File: src/rtl/rsm_exit_pkg.sv
package rsm_exit_pkg;

    typedef enum logic [1:0] {
        ST_IDLE   = 2'd0,
        ST_RESUME = 2'd1,
        ST_EXIT   = 2'd2
    } rsm_state_e;

    typedef logic [1:0] opmode_t;
    localparam opmode_t OPM_NORMAL  = 2'b00;
    localparam opmode_t OPM_NODRIVE = 2'b10;

    localparam logic [1:0] LS_SE0 = 2'b00;
    localparam logic [1:0] LS_K   = 2'b10;

    typedef struct packed {
        logic tmr_off;
        logic lf_susp;
    } rsm_cfg_t;

    function automatic logic ls_is_se0(input logic [1:0] ls);
        return ls == LS_SE0;
    endfunction

    function automatic logic ls_is_k(input logic [1:0] ls);
        return ls == LS_K;
    endfunction

endpackage

File: src/rtl/rsm_exit_timer.sv
module rsm_exit_timer #(
    parameter int TIMEOUT = 200
) (
    input  logic clk,
    input  logic rst,
    input  logic clr,
    input  logic run,
    output logic hit
);
    localparam int CW = $clog2(TIMEOUT + 1);
    localparam logic [CW-1:0] LIM = CW'(TIMEOUT - 1);

    logic [CW-1:0] cnt;

    always_ff @(posedge clk) begin
        if (rst || clr) begin
            cnt <= '0;
        end else if (run && cnt != LIM) begin
            cnt <= cnt + 1'b1;
        end
    end

    assign hit = (cnt == LIM);

    // counter never passes its terminal value
    a_r6_cnt_bound: assert property (@(posedge clk) disable iff (rst) cnt <= LIM);
    // entry clears the count
    a_r6_clear_on_entry: assert property (@(posedge clk) disable iff (rst) clr |=> cnt == '0);

endmodule

File: src/rtl/rsm_valid_ctr.sv
module rsm_valid_ctr
    import rsm_exit_pkg::*;
#(
    parameter int VAL_W = 8
) (
    input  logic             clk,
    input  logic             rst,
    input  logic             arm,
    input  logic             clr,
    input  logic             lf_en,
    input  logic [1:0]       ls,
    input  logic [VAL_W-1:0] need,
    output logic             valid
);
    localparam logic [VAL_W-1:0] ONE = VAL_W'(1);

    logic [VAL_W-1:0] run;
    logic [VAL_W-1:0] run_nxt;
    logic [VAL_W-1:0] need_eff;

    always_comb begin
        run_nxt  = (run == '1) ? run : run + 1'b1;
        need_eff = (need == '0) ? ONE : need;
    end

    always_ff @(posedge clk) begin
        if (rst || clr) begin
            run   <= '0;
            valid <= 1'b0;
        end else if (arm) begin
            if (!lf_en) begin
                valid <= 1'b1;
            end else if (ls_is_k(ls)) begin
                run <= run_nxt;
                if (run_nxt >= need_eff) begin
                    valid <= 1'b1;
                end
            end else begin
                run <= '0;
            end
        end
    end

    // a non-K sample restarts the run
    a_r8_restart: assert property (@(posedge clk) disable iff (rst)
        (arm && lf_en && !ls_is_k(ls) && !clr) |=> run == '0);
    // without validation the flag follows the first resume cycle
    a_r9_immediate: assert property (@(posedge clk) disable iff (rst)
        (arm && !lf_en && !clr) |=> valid);
    // once raised the flag holds until cleared
    a_r7_valid_hold: assert property (@(posedge clk) disable iff (rst)
        (valid && !clr) |=> valid);

endmodule

File: src/rtl/rsm_exit_ctrl.sv
module rsm_exit_ctrl
    import rsm_exit_pkg::*;
#(
    parameter int TIMEOUT = 200,
    parameter int VAL_W   = 8
) (
    input  logic             clk,
    input  logic             rst,
    input  logic [1:0]       line_st,
    input  logic             rsm_start,
    input  logic             rsm_end,
    input  logic             tmr_ignore,
    input  logic             lf_susp_en,
    input  logic [VAL_W-1:0] val_count,
    output logic [1:0]       opmode,
    output logic             rsm_valid,
    output logic             exit_done
);
    rsm_state_e state;
    rsm_state_e state_nxt;
    rsm_cfg_t   cfg;
    opmode_t    opm_q;
    logic       done_q;
    logic       start_acc;
    logic       end_acc;
    logic       exit_fire;
    logic       tmo_hit;
    logic       se0;

    always_comb begin
        cfg.tmr_off = tmr_ignore;
        cfg.lf_susp = lf_susp_en;
        se0         = ls_is_se0(line_st);
        start_acc   = (state == ST_IDLE) && rsm_start;
        end_acc     = (state == ST_RESUME) && rsm_end;
        exit_fire   = (state == ST_EXIT) && (se0 || (!cfg.tmr_off && tmo_hit));
        state_nxt   = state;
        unique case (state)
            ST_IDLE:   if (start_acc) state_nxt = ST_RESUME;
            ST_RESUME: if (end_acc)   state_nxt = ST_EXIT;
            ST_EXIT:   if (exit_fire) state_nxt = ST_IDLE;
            default:                  state_nxt = ST_IDLE;
        endcase
    end

    always_ff @(posedge clk) begin
        if (rst) begin
            state  <= ST_IDLE;
            opm_q  <= OPM_NORMAL;
            done_q <= 1'b0;
        end else begin
            state  <= state_nxt;
            done_q <= exit_fire;
            if (start_acc) begin
                opm_q <= OPM_NODRIVE;
            end else if (exit_fire) begin
                opm_q <= OPM_NORMAL;
            end
        end
    end

    rsm_exit_timer #(.TIMEOUT(TIMEOUT)) u_timer (
        .clk (clk),
        .rst (rst),
        .clr (end_acc),
        .run (state == ST_EXIT),
        .hit (tmo_hit)
    );

    rsm_valid_ctr #(.VAL_W(VAL_W)) u_valid (
        .clk   (clk),
        .rst   (rst),
        .arm   (state == ST_RESUME),
        .clr   (start_acc || exit_fire),
        .lf_en (cfg.lf_susp),
        .ls    (line_st),
        .need  (val_count),
        .valid (rsm_valid)
    );

    assign opmode    = opm_q;
    assign exit_done = done_q;

    // only the two legal modes appear
    a_r2_opmode_legal: assert property (@(posedge clk) disable iff (rst)
        (opmode == OPM_NORMAL) || (opmode == OPM_NODRIVE));
    // done marks the switch to normal mode
    a_r5_done_edge: assert property (@(posedge clk) disable iff (rst)
        exit_done |-> (opmode == OPM_NORMAL && $past(opmode) == OPM_NODRIVE));
    // single-cycle pulse
    a_r5_single: assert property (@(posedge clk) disable iff (rst) exit_done |=> !exit_done);
    // SE0 in the exit phase ends it
    a_r3_se0_exit: assert property (@(posedge clk) disable iff (rst)
        (state == ST_EXIT && se0) |=> exit_done);
    // with the timer ignored, no exit without SE0
    a_r4_no_timeout: assert property (@(posedge clk) disable iff (rst)
        (state == ST_EXIT && tmr_ignore && !se0) |=> !exit_done);
    // idle never jumps straight to the exit phase
    a_r10_no_skip: assert property (@(posedge clk) disable iff (rst)
        (state == ST_IDLE) |=> state != ST_EXIT);

endmodule

File: config.mk
export PLATFORM = sky130hd
export DESIGN_NAME = rsm_exit_ctrl
export DESIGN_NICKNAME = d
export VERILOG_FILES = /design/src/rtl/rsm_exit_pkg.sv /design/src/rtl/rsm_exit_timer.sv /design/src/rtl/rsm_valid_ctr.sv /design/src/rtl/rsm_exit_ctrl.sv
export SDC_FILE = /design/constraint.sdc
export NUM_CORES = 1
export LEC_CHECK = 0
export ABC_AREA = 1
export BUFFER_PORTS_ARGS = -buffer_cell sky130_fd_sc_hd__clkbuf_2
export CAP_MARGIN = 20
export CORE_MARGIN = 3
export CORE_UTILIZATION = 50
export CTS_BUF_LIST = sky130_fd_sc_hd__clkbuf_2
export CTS_CLUSTER_DIAMETER = 60
export DETAILED_ROUTE_END_ITERATION = 7
export HOLD_SLACK_MARGIN = 0.08
export PLACE_DENSITY = 0.71
export SLEW_MARGIN = 20
export SYNTH_ARGS = -nofsm -noshare
export SYNTH_HDL_FRONTEND = slang
export SYNTH_SLANG_ARGS = --single-unit
File: constraint.sdc
create_clock -name clk -period 5.5 [get_ports clk]
set_clock_uncertainty 0.05 [all_clocks]
set_input_delay 1.1 -clock clk [delete_from_list [all_inputs] [get_ports clk]]
set_output_delay 1.1 -clock clk [all_outputs]
set_load 0.02 [all_outputs]
==> results of run 1 <==
[through the flow]
| stage | cells | instance area, um2 |
|---|---|---|
| floorplan | 206 | 1379 |
| global route | 257 | 1519 |
| detailed placement | 253 | 1499 |
| finish | 257 | 1519 |
| global placement | 253 | 1499 |
| CTS | 257 | 1519 |
[final timing paths]
path | from | end | slack [ns] | cells after the start
worst min register to register | u_valid.valid$_SDFFE_PP0P_ | u_valid.valid$_SDFFE_PP0P_ | 0.41 | 2
worst min-delay path | u_valid.valid$_SDFFE_PP0P_ | u_valid.valid$_SDFFE_PP0P_ | 0.41 | 2
worst max register to register | u_valid.run[0]$_SDFFE_PP0P_ | u_valid.valid$_SDFFE_PP0P_ | 3.27 | 12
worst max-delay path | u_valid.run[0]$_SDFFE_PP0P_ | u_valid.valid$_SDFFE_PP0P_ | 3.27 | 12
[worst reg2reg max path: cells and delay by family (launching register included)]
kind / cells / cell delay (ns)
adder cells (fa/ha/maj): 2 / 0.51
AO/OA/AOI/OAI: 2 / 0.24
buffers and inverters: 1 / 0.06
AND/OR/NAND/NOR: 7 / 0.82
flip-flops: 1 / 0.48
[synth_stat cells]
cell | count | area share, %
a21o_1 | 1 | 0.54
a21oi_1 | 17 | 6.2
a21oi_2 | 1 | 0.64
a22oi_1 | 2 | 1.1
a31o_2 | 1 | 0.64
and2_1 | 1 | 0.45
buf_4 | 1 | 0.54
clkinv_1 | 1 | 0.27
conb_1 | 1 | 0.27
dfxtp_1 | 21 | 30
ha_1 | 10 | 9.1
inv_1 | 34 | 9.3
inv_2 | 2 | 0.54
nand2_1 | 51 | 14
nand2_2 | 3 | 1.4
nand2_4 | 1 | 0.82
nand3_1 | 10 | 3.6
nand3_2 | 2 | 1.5
nand4_1 | 2 | 0.91
nor2_1 | 19 | 5.2
nor2_2 | 2 | 0.91
nor2_4 | 1 | 0.82
nor3_1 | 4 | 1.5
nor3_2 | 1 | 0.73
nor3b_1 | 1 | 0.54
o21ai_0 | 6 | 2.2
o21ai_1 | 2 | 0.73
o21ai_2 | 3 | 1.9
o21bai_2 | 1 | 0.82
or2_2 | 2 | 0.91
xnor2_1 | 1 | 0.64
xnor2_2 | 1 | 1.2
[power by group through the flow]
stage | logic [mW] | clock network [mW] | registers, mW
after detailed placement | 0.0336 | 0 | 0.160
final | 0.0335 | 0.0621 | 0.157
after global placement | 0.0323 | 0 | 0.160
after global routing | 0.0394 | 0.0729 | 0.157
after floorplan | 0.0211 | 0 | 0.161
after CTS | 0.0338 | 0.0671 | 0.157
[routing by layer]
layer | routed length [um] | part of all wire [%]
met1 | 1201 | 44
met5 | 0 | 0
met3 | 80 | 2.9
met2 | 1378 | 51
met4 | 64 | 2.3
[sequential cells by signal, indices dropped and copies added, names as in the netlist]
name / cells
exit_done: 1
opmode: 1
state: 2
u_timer.cnt: 8
u_valid.run: 8
u_valid.valid: 1
[final cells by class]
type                    instances  area (um2)
clock buffers                   3       15.01
clock inverters                 1       5.005
fillers                       256        1026
inverters                      37       138.9
multi-input cells             147       812.0
flip-flops and latches         21       420.4
well taps                      30       37.54
repair buffers                 18       90.09
[cells by family (layout without fill, tap and decap cells)]
logic type / count (synthesis) / count (layout)
other cells: 1 / 1
xor+xnor: 2 / 2
fa+ha+maj: 10 / 10
simple gates: 100 / 100
compound gates: 34 / 34
flops: 21 / 21
buf+inv: 38 / 59
==> results.yml, run 1 <==
drt:
  drt_first_pass_iters: 4
  drt_iter0_drc: 52
  vias: 1305
  remaining_drc_errors: 0
  vias_per_cell: 5.078
  post_drt_wl_per_cell_um: 10.60
  ant_nets: 0
  wirelength_mm: 2.725
sta:
  post-route-period-util_pct: 40.51
  worst_slack_ns: 3.272
  fin_crit_ns: 2.228
  max_freq_mhz: 448.8
  hold_viol: 0
  finalSetupViolations: 0
  rsz0062_at_grt: "false"
  holdWs_ns: 0.4118
  finalMaxSlewViolations: 0
  tns_ns: 0
worst_setup_path:
  cp_max_fo: 4
  critPathTopFamily: "simple AND/OR/NAND/NOR gates"
  crit_arrival_ns: 2.42
  cp_slowest_cell: "dfxtp_1"
  crit_path_end_kind: "flip-flop"
  cp_common_cell: "nand3_1"
  critPathLaunchType: "flip-flop"
  path_buf_inv: 1
  crit_chain: "ha_1 -> nand3_2 -> nor2_4 -> inv_2 -> nand3_1 -> and2_1 -> ha_1 -> a21o_1 -> nor2_1 -> nand3_1 -> nand3_1 -> a21oi_1"
  crit_required_ns: 5.69
  criticalPathCategory: "flip-flop to flip-flop"
  max_stage_delay_ns: 0.48
synthesis:
  synthMuxAreaShare_pct: 0
  synth-xor-area-share_pct: 1.815
  synth_nets: 232
  avgSynthCellArea_um2: 6.693
  netlist_instances: 206
  synth_compound_area_share_pct: 14.70
  netlist-cell-type-count: 32
  synth-simple-area-share_pct: 33.03
  ys_seq_area_share_pct: 30.49
  synth_top_family_by_area: "simple AND/OR/NAND/NOR gates"
  synthAdderAreaFrac_pct: 9.074
  ys_ff_latch: 21
  netlist_area_um2: 1379
  yosysWarnings: 0
placement:
  dp_slack_ns: 2.950
  place.gp.congestion: 0.8837
  port_buffers: 18
  place_hpwl_mm: 2.274
floorplanning:
  rows: 18
  dieArea_um2: 3424
  pin_count: 20
  die_w_um: 58.52
  die_h_um: 58.52
  initial_core_util_pct: 54.18
  core_area_um2: 2545
clock_tree:
  htree_levels: 1
  cts_hold_buf: 0
  clkTransAtPathRegs_ns: 0.19
  cts-buffers-inserted: 3
  clk_latency_ns: 0.32
  cts_tree: "built"
  post-cts-setup-buffers: 0
  cts.sinks: 21
  clockRootBuffer: "clkbuf_2"
  clock_path_buffers: 2
  cts_resized: 0
pwr:
  power_mw: 0.2522
  internal_power_mw: 0.1844
  pwr-share-seq_pct: 62.1
  netSwitchingPower_mw: 0.06782
  power.density_nw_per_um2: 166.0
  p_clk_share_pct: 24.6
  p_leak_nw: 0.7033
  ir_worst_vdd_v: 0.0001814
  switching_share_pct: 26.89
  p_comb_share_pct: 13.3
global_routing:
  grt_pass1_wl_mm: 4.947
  busiest_layer: "met2"
  use_met3_pct: 2.193
  grt_max_degree: 13
  grt_overflow: 0
  grtUsageMet1_pct: 20.03
  grt_use_total_pct: 18.20
  use_met2_pct: 33.81
  grt_pass1_vias: 1245
  antenna_found_initial: 0
finish:
  nets: 254
  final_cell_mix: "nand2_1, inv_1, clkbuf_2, dfxtp_1, nor2_1"
  syn2layout_area_growth_pct: 10.16
  final_core_util_pct: 59.69
  final_common_cell: "nand2_1"
  insertedDiodeCount: 0
  drive_gt1_share_pct: 18.94
hold_path:
  hp-class: "flip-flop to flip-flop"
flow_run:
  max-cap-violations: 0
outcome:
  status: "completed"
Note: power is estimated with default switching activity, not from simulation.
==> inputs of run 2 (changes only) <==
==> constraint.sdc (replaced) <==
create_clock -name clk -period 2.1 [get_ports clk]
set_clock_uncertainty 0.05 [all_clocks]
set_input_delay 0.42 -clock clk [delete_from_list [all_inputs] [get_ports clk]]
set_output_delay 0.42 -clock clk [all_outputs]
set_load 0.02 [all_outputs]
==> results.yml, run 2 (same netlist as run 1, synthesis figures left out) <==
sta:
  max_freq_mhz: 485.2
  finalMaxSlewViolations: 0
  fin_crit_ns: 2.061
  hold_viol: 0
  rsz0062_at_grt: "true"
  post-route-period-util_pct: 98.14
  worst_slack_ns: 0.03898
  finalSetupViolations: 0
hold_path:
  hp-class: "input pin to flip-flop"
  worstHoldStart: "rst"
floorplanning:
  pin_count: 20
  die_h_um: 58.52
  core_area_um2: 2545
  initial_core_util_pct: 54.18
  dieArea_um2: 3424
  rows: 18
  die_w_um: 58.52
finish:
  final_common_cell: "nand2_1"
  final_cell_mix: "nand2_1, inv_1, clkbuf_2, nor2_1, dfxtp_1"
  insertedDiodeCount: 0
  nets: 258
  final_core_util_pct: 64.95
  largest_registers: "u_timer.cnt: 8 flops, u_valid.run: 8 flops, state: 2 flops"
  nFillCells: 227
  syn2layout_area_growth_pct: 19.87
  drive_gt1_share_pct: 25.54
global_routing:
  grt_max_degree: 13
  grt_pass1_wl_mm: 4.926
  grt_overflow: 0
  grt_pass1_vias: 1256
  antenna_found_initial: 0
  grt_use_total_pct: 18.32
flow_run:
  max-cap-violations: 0
drt:
  vias_per_cell: 5.226
  vias: 1364
  post_drt_wl_per_cell_um: 11.65
  wirelength_mm: 3.041
  ant_nets: 0
  remaining_drc_errors: 0
  drt_first_pass_iters: 4
  drt_iter0_drc: 40
clock_tree:
  clockRootBuffer: "clkbuf_2"
  cts.sinks: 21
  cts-buffers-inserted: 3
  htree_levels: 1
  clk_latency_ns: 0.32
  clkTransAtPathRegs_ns: 0.19
  cts_hold_buf: 0
  clock_path_buffers: 2
  cts_tree: "built"
worst_setup_path:
  critPathLaunchType: "flip-flop"
  crit_required_ns: 2.32
  criticalPathCategory: "flip-flop to flip-flop"
  crit_arrival_ns: 2.29
  cp_max_fo: 4
  r2r_start: "u_valid.run[1]$_SDFFE_PP0P_"
  crit_path_end_kind: "flip-flop"
  crit_start: "u_valid.run[1]$_SDFFE_PP0P_"
placement:
  dp_slack_ns: -0.05167
  place_hpwl_mm: 2.314
  port_buffers: 18
  place.gp.congestion: 0.9432
pwr:
  p_comb_share_pct: 14.1
  netSwitchingPower_mw: 0.1841
  p_leak_nw: 0.7615
  switching_share_pct: 27.64
  power_mw: 0.6662
  ir_worst_vdd_v: 0.0003605
  pwr-share-seq_pct: 61.3
  power.density_nw_per_um2: 403.0
  p_clk_share_pct: 24.7
  internal_power_mw: 0.4820
outcome:
  status: "completed"
[run 2: final timing paths]
kind	end	slack, ns	cells after the start
worst max-delay path	u_valid.valid$_SDFFE_PP0P_	0.04	13
worst min-delay path	state[0]$_SDFFE_PP0P_	0.26	2
worst max register to register	u_valid.valid$_SDFFE_PP0P_	0.04	13
worst min register to register	u_valid.valid$_SDFFE_PP0P_	0.44	2
[run 2: layer usage]
metal	part of all wire, %	up-vias	global-route usage (%)
met5	0	-	0
met4	1.5	0	8.609
met3	3.6	5	2.632
met2	52	29	34.61
met1	43	625	19.70
li1	-	705	-
[run 2: final cells by class]
cell class	count	area (um2)	share of cell area, %
repair buffers	22	123.9	7.494
clock buffers	3	15.01	0.9084
inverters	37	138.9	8.403
multi-input cells	147	903.4	54.66
clock inverters	1	5.005	0.3028
flip-flops and latches	21	429.2	25.97
well taps	30	37.54	2.271
[run 2: worst max-delay path: stages, from the launching register on]
cell,delay (ns)
dfxtp_4,0.42
ha_4,0.16
nand3_4,0.09
nor2_4,0.19
nand4_1,0.11
nand2_1,0.09
clkinv_1,0.11
ha_1,0.30
nand2_1,0.07
nor2_2,0.12
nand2_1,0.07
nand3_2,0.06
nand3_2,0.06
a21oi_2,0.11
[run 2: timing repair]
action                     CTS  global route
setup endpoints to repair    1             1
gates resized for setup      4            18
pin swaps                    0             9
buffers inserted             1             2
hold endpoints to repair     0             0
[run 2: metrics by stage]
stage,hold WS [ns],area [um2],std cells,TNS [ns]
floorplan,0.3907,1379,206,0
global placement,0.3949,1506,254,0
detailed placement,0.4021,1506,254,-0.05167
CTS,0.2452,1544,259,0
global route,0.2612,1653,261,-0.1126
finish,0.2640,1653,261,0
[run 2: power groups by stage]
stage               registers (mW)  logic, mW  clock network, mW
CTS                          0.411     0.0892              0.173
floorplan                    0.421     0.0552                  0
detailed placement           0.419     0.0887                  0
global placement             0.418     0.0863                  0
global route                 0.410      0.108              0.190
finish                       0.408     0.0937              0.164
==> inputs of run 3 (changes only) <==
==> constraint.sdc (replaced) <==
create_clock -name clk -period 2 [get_ports clk]
set_clock_uncertainty 0.05 [all_clocks]
set_input_delay 0.4 -clock clk [delete_from_list [all_inputs] [get_ports clk]]
set_output_delay 0.4 -clock clk [all_outputs]
set_load 0.02 [all_outputs]
==> results.yml, run 3 (same netlist as run 1, synthesis figures left out) <==
outcome:
  status: "completed"
finish:
  drive_gt1_share_pct: 30.99
  final_cell_mix: "nand2_1, inv_1, clkbuf_2, dfxtp_1, nor2_1"
  nets: 269
  largest_registers: "u_timer.cnt: 8 flops, u_valid.run: 8 flops, state: 2 flops"
  syn2layout_area_growth_pct: 27.50
  final_common_cell: "nand2_1"
  insertedDiodeCount: 0
  fin_area_um2: 1758
  nFillCells: 222
sta:
  fin_crit_ns: 1.985
  max_freq_mhz: 503.9
  finalSetupViolations: 0
  post-route-period-util_pct: 99.23
  hold_viol: 0
  finalMaxSlewViolations: 0
  rsz0062_at_grt: "true"
  holdWs_ns: 0.2555
worst_setup_path:
  crit_path_end_kind: "flip-flop"
  criticalPathCategory: "flip-flop to flip-flop"
  critPathLaunchType: "flip-flop"
  crit_required_ns: 2.21
  crit_arrival_ns: 2.19
  cp_max_fo: 5
global_routing:
  antenna_found_initial: 0
  grt_use_total_pct: 19.43
  grt_pass1_vias: 1308
  grt_max_degree: 12
  grt_overflow: 0
  grt_pass1_wl_mm: 5.216
drt:
  remaining_drc_errors: 0
  vias: 1387
  wirelength_mm: 3.225
  post_drt_wl_per_cell_um: 11.86
  drt_first_pass_iters: 4
  vias_per_cell: 5.099
  drt_iter0_drc: 60
  ant_nets: 0
clock_tree:
  cts-buffers-inserted: 3
  htree_levels: 1
  clk_latency_ns: 0.31
  clkTransAtPathRegs_ns: 0.17
  cts_tree: "built"
  cts.sinks: 21
  clockRootBuffer: "clkbuf_2"
  clock_path_buffers: 2
  cts_hold_buf: 0
floorplanning:
  initial_core_util_pct: 54.18
  dieArea_um2: 3424
  core_area_um2: 2545
  die_w_um: 58.52
  pin_count: 20
  rows: 18
  die_h_um: 58.52
placement:
  place.gp.congestion: 0.9805
  placed_cell_area_um2: 1582
  port_buffers: 18
  place_hpwl_mm: 2.426
pwr:
  ir_worst_vdd_v: 0.0003820
  p_leak_nw: 0.8204
  power.density_nw_per_um2: 398.3
flow_run:
  max-cap-violations: 0
hold_path:
  hp-class: "input pin to flip-flop"
[run 3: cell type report]
cell class / count / area, um2 / area share [%]
Tap cell: 30 / 37.54 / 2.135
Sequential cell: 21 / 426.7 / 24.27
Timing Repair Buffer: 33 / 210.2 / 11.96
Multi-Input combinational cell: 147 / 924.6 / 52.60
Inverter: 37 / 138.9 / 7.900
Clock buffer: 4 / 20.02 / 1.139
[run 3: path summary, 6_finish.rpt]
check                         startpoint  cells past startpoint                          to  slack, ns
min reg2reg   u_valid.valid$_SDFFE_PP0P_                      2  u_valid.valid$_SDFFE_PP0P_       0.43
max          u_valid.run[0]$_SDFFE_PP0P_                     15  u_valid.valid$_SDFFE_PP0P_       0.02
min                                  rst                      2       state[0]$_SDFFE_PP0P_       0.26
max reg2reg  u_valid.run[0]$_SDFFE_PP0P_                     15  u_valid.valid$_SDFFE_PP0P_       0.02
[run 3: per-stage QoR]
stage	instances	setup slack (ns)	setup TNS, ns	total power [mW]	util, %
floorplan	206	0.01963	0	0.5000	-
global route	272	-0.1320	-0.1320	0.7423	69.08
finish	272	0.01550	0	0.7002	69.08
detailed placement	264	-0.09036	-0.09036	0.5329	62.14
CTS	270	0.003128	0	0.7098	64.01
global placement	264	-0.01807	-0.01807	0.5291	62.14
[run 3: layer usage]
| layer | global-route usage (%) | vias to the layer above | part of all wire (%) |
|---|---|---|---|
| met1 | 22.04 | 617 | 41 |
| met2 | 34.29 | 36 | 53 |
| met3 | 3.070 | 8 | 3.5 |
| met4 | 10.93 | 0 | 2.5 |
| li1 | - | 726 | - |
| met5 | 0 | - | 0 |
[run 3: worst max-delay path, stage by stage, from the launching register on]
cell and delay, ns:
dfxtp_4 0.40, ha_4 0.15, nand3_4 0.09, nor2_4 0.18
nand2_4 0.10, nand2_1 0.08, nand2_2 0.08, ha_4 0.27
nand2_1 0.05, nor2_1 0.08, nor2_1 0.04, nand2_1 0.05
nand2_1 0.05, nand3_1 0.07, nand3_1 0.08, a21oi_2 0.12
[run 3: what timing repair did]
item,CTS,global route
pin swaps,1,11
endpoints found under the setup margin,1,1
gates cloned,0,0
resized for setup,4,22
setup buffers,2,2
[run 3: power by group]
group          switching [mW]  internal, mW  leakage [nW]
combinational          0.0623        0.0381         0.632
clock                   0.117        0.0530        0.0166
sequential            0.00439         0.425         0.172
total                   0.184         0.516         0.820
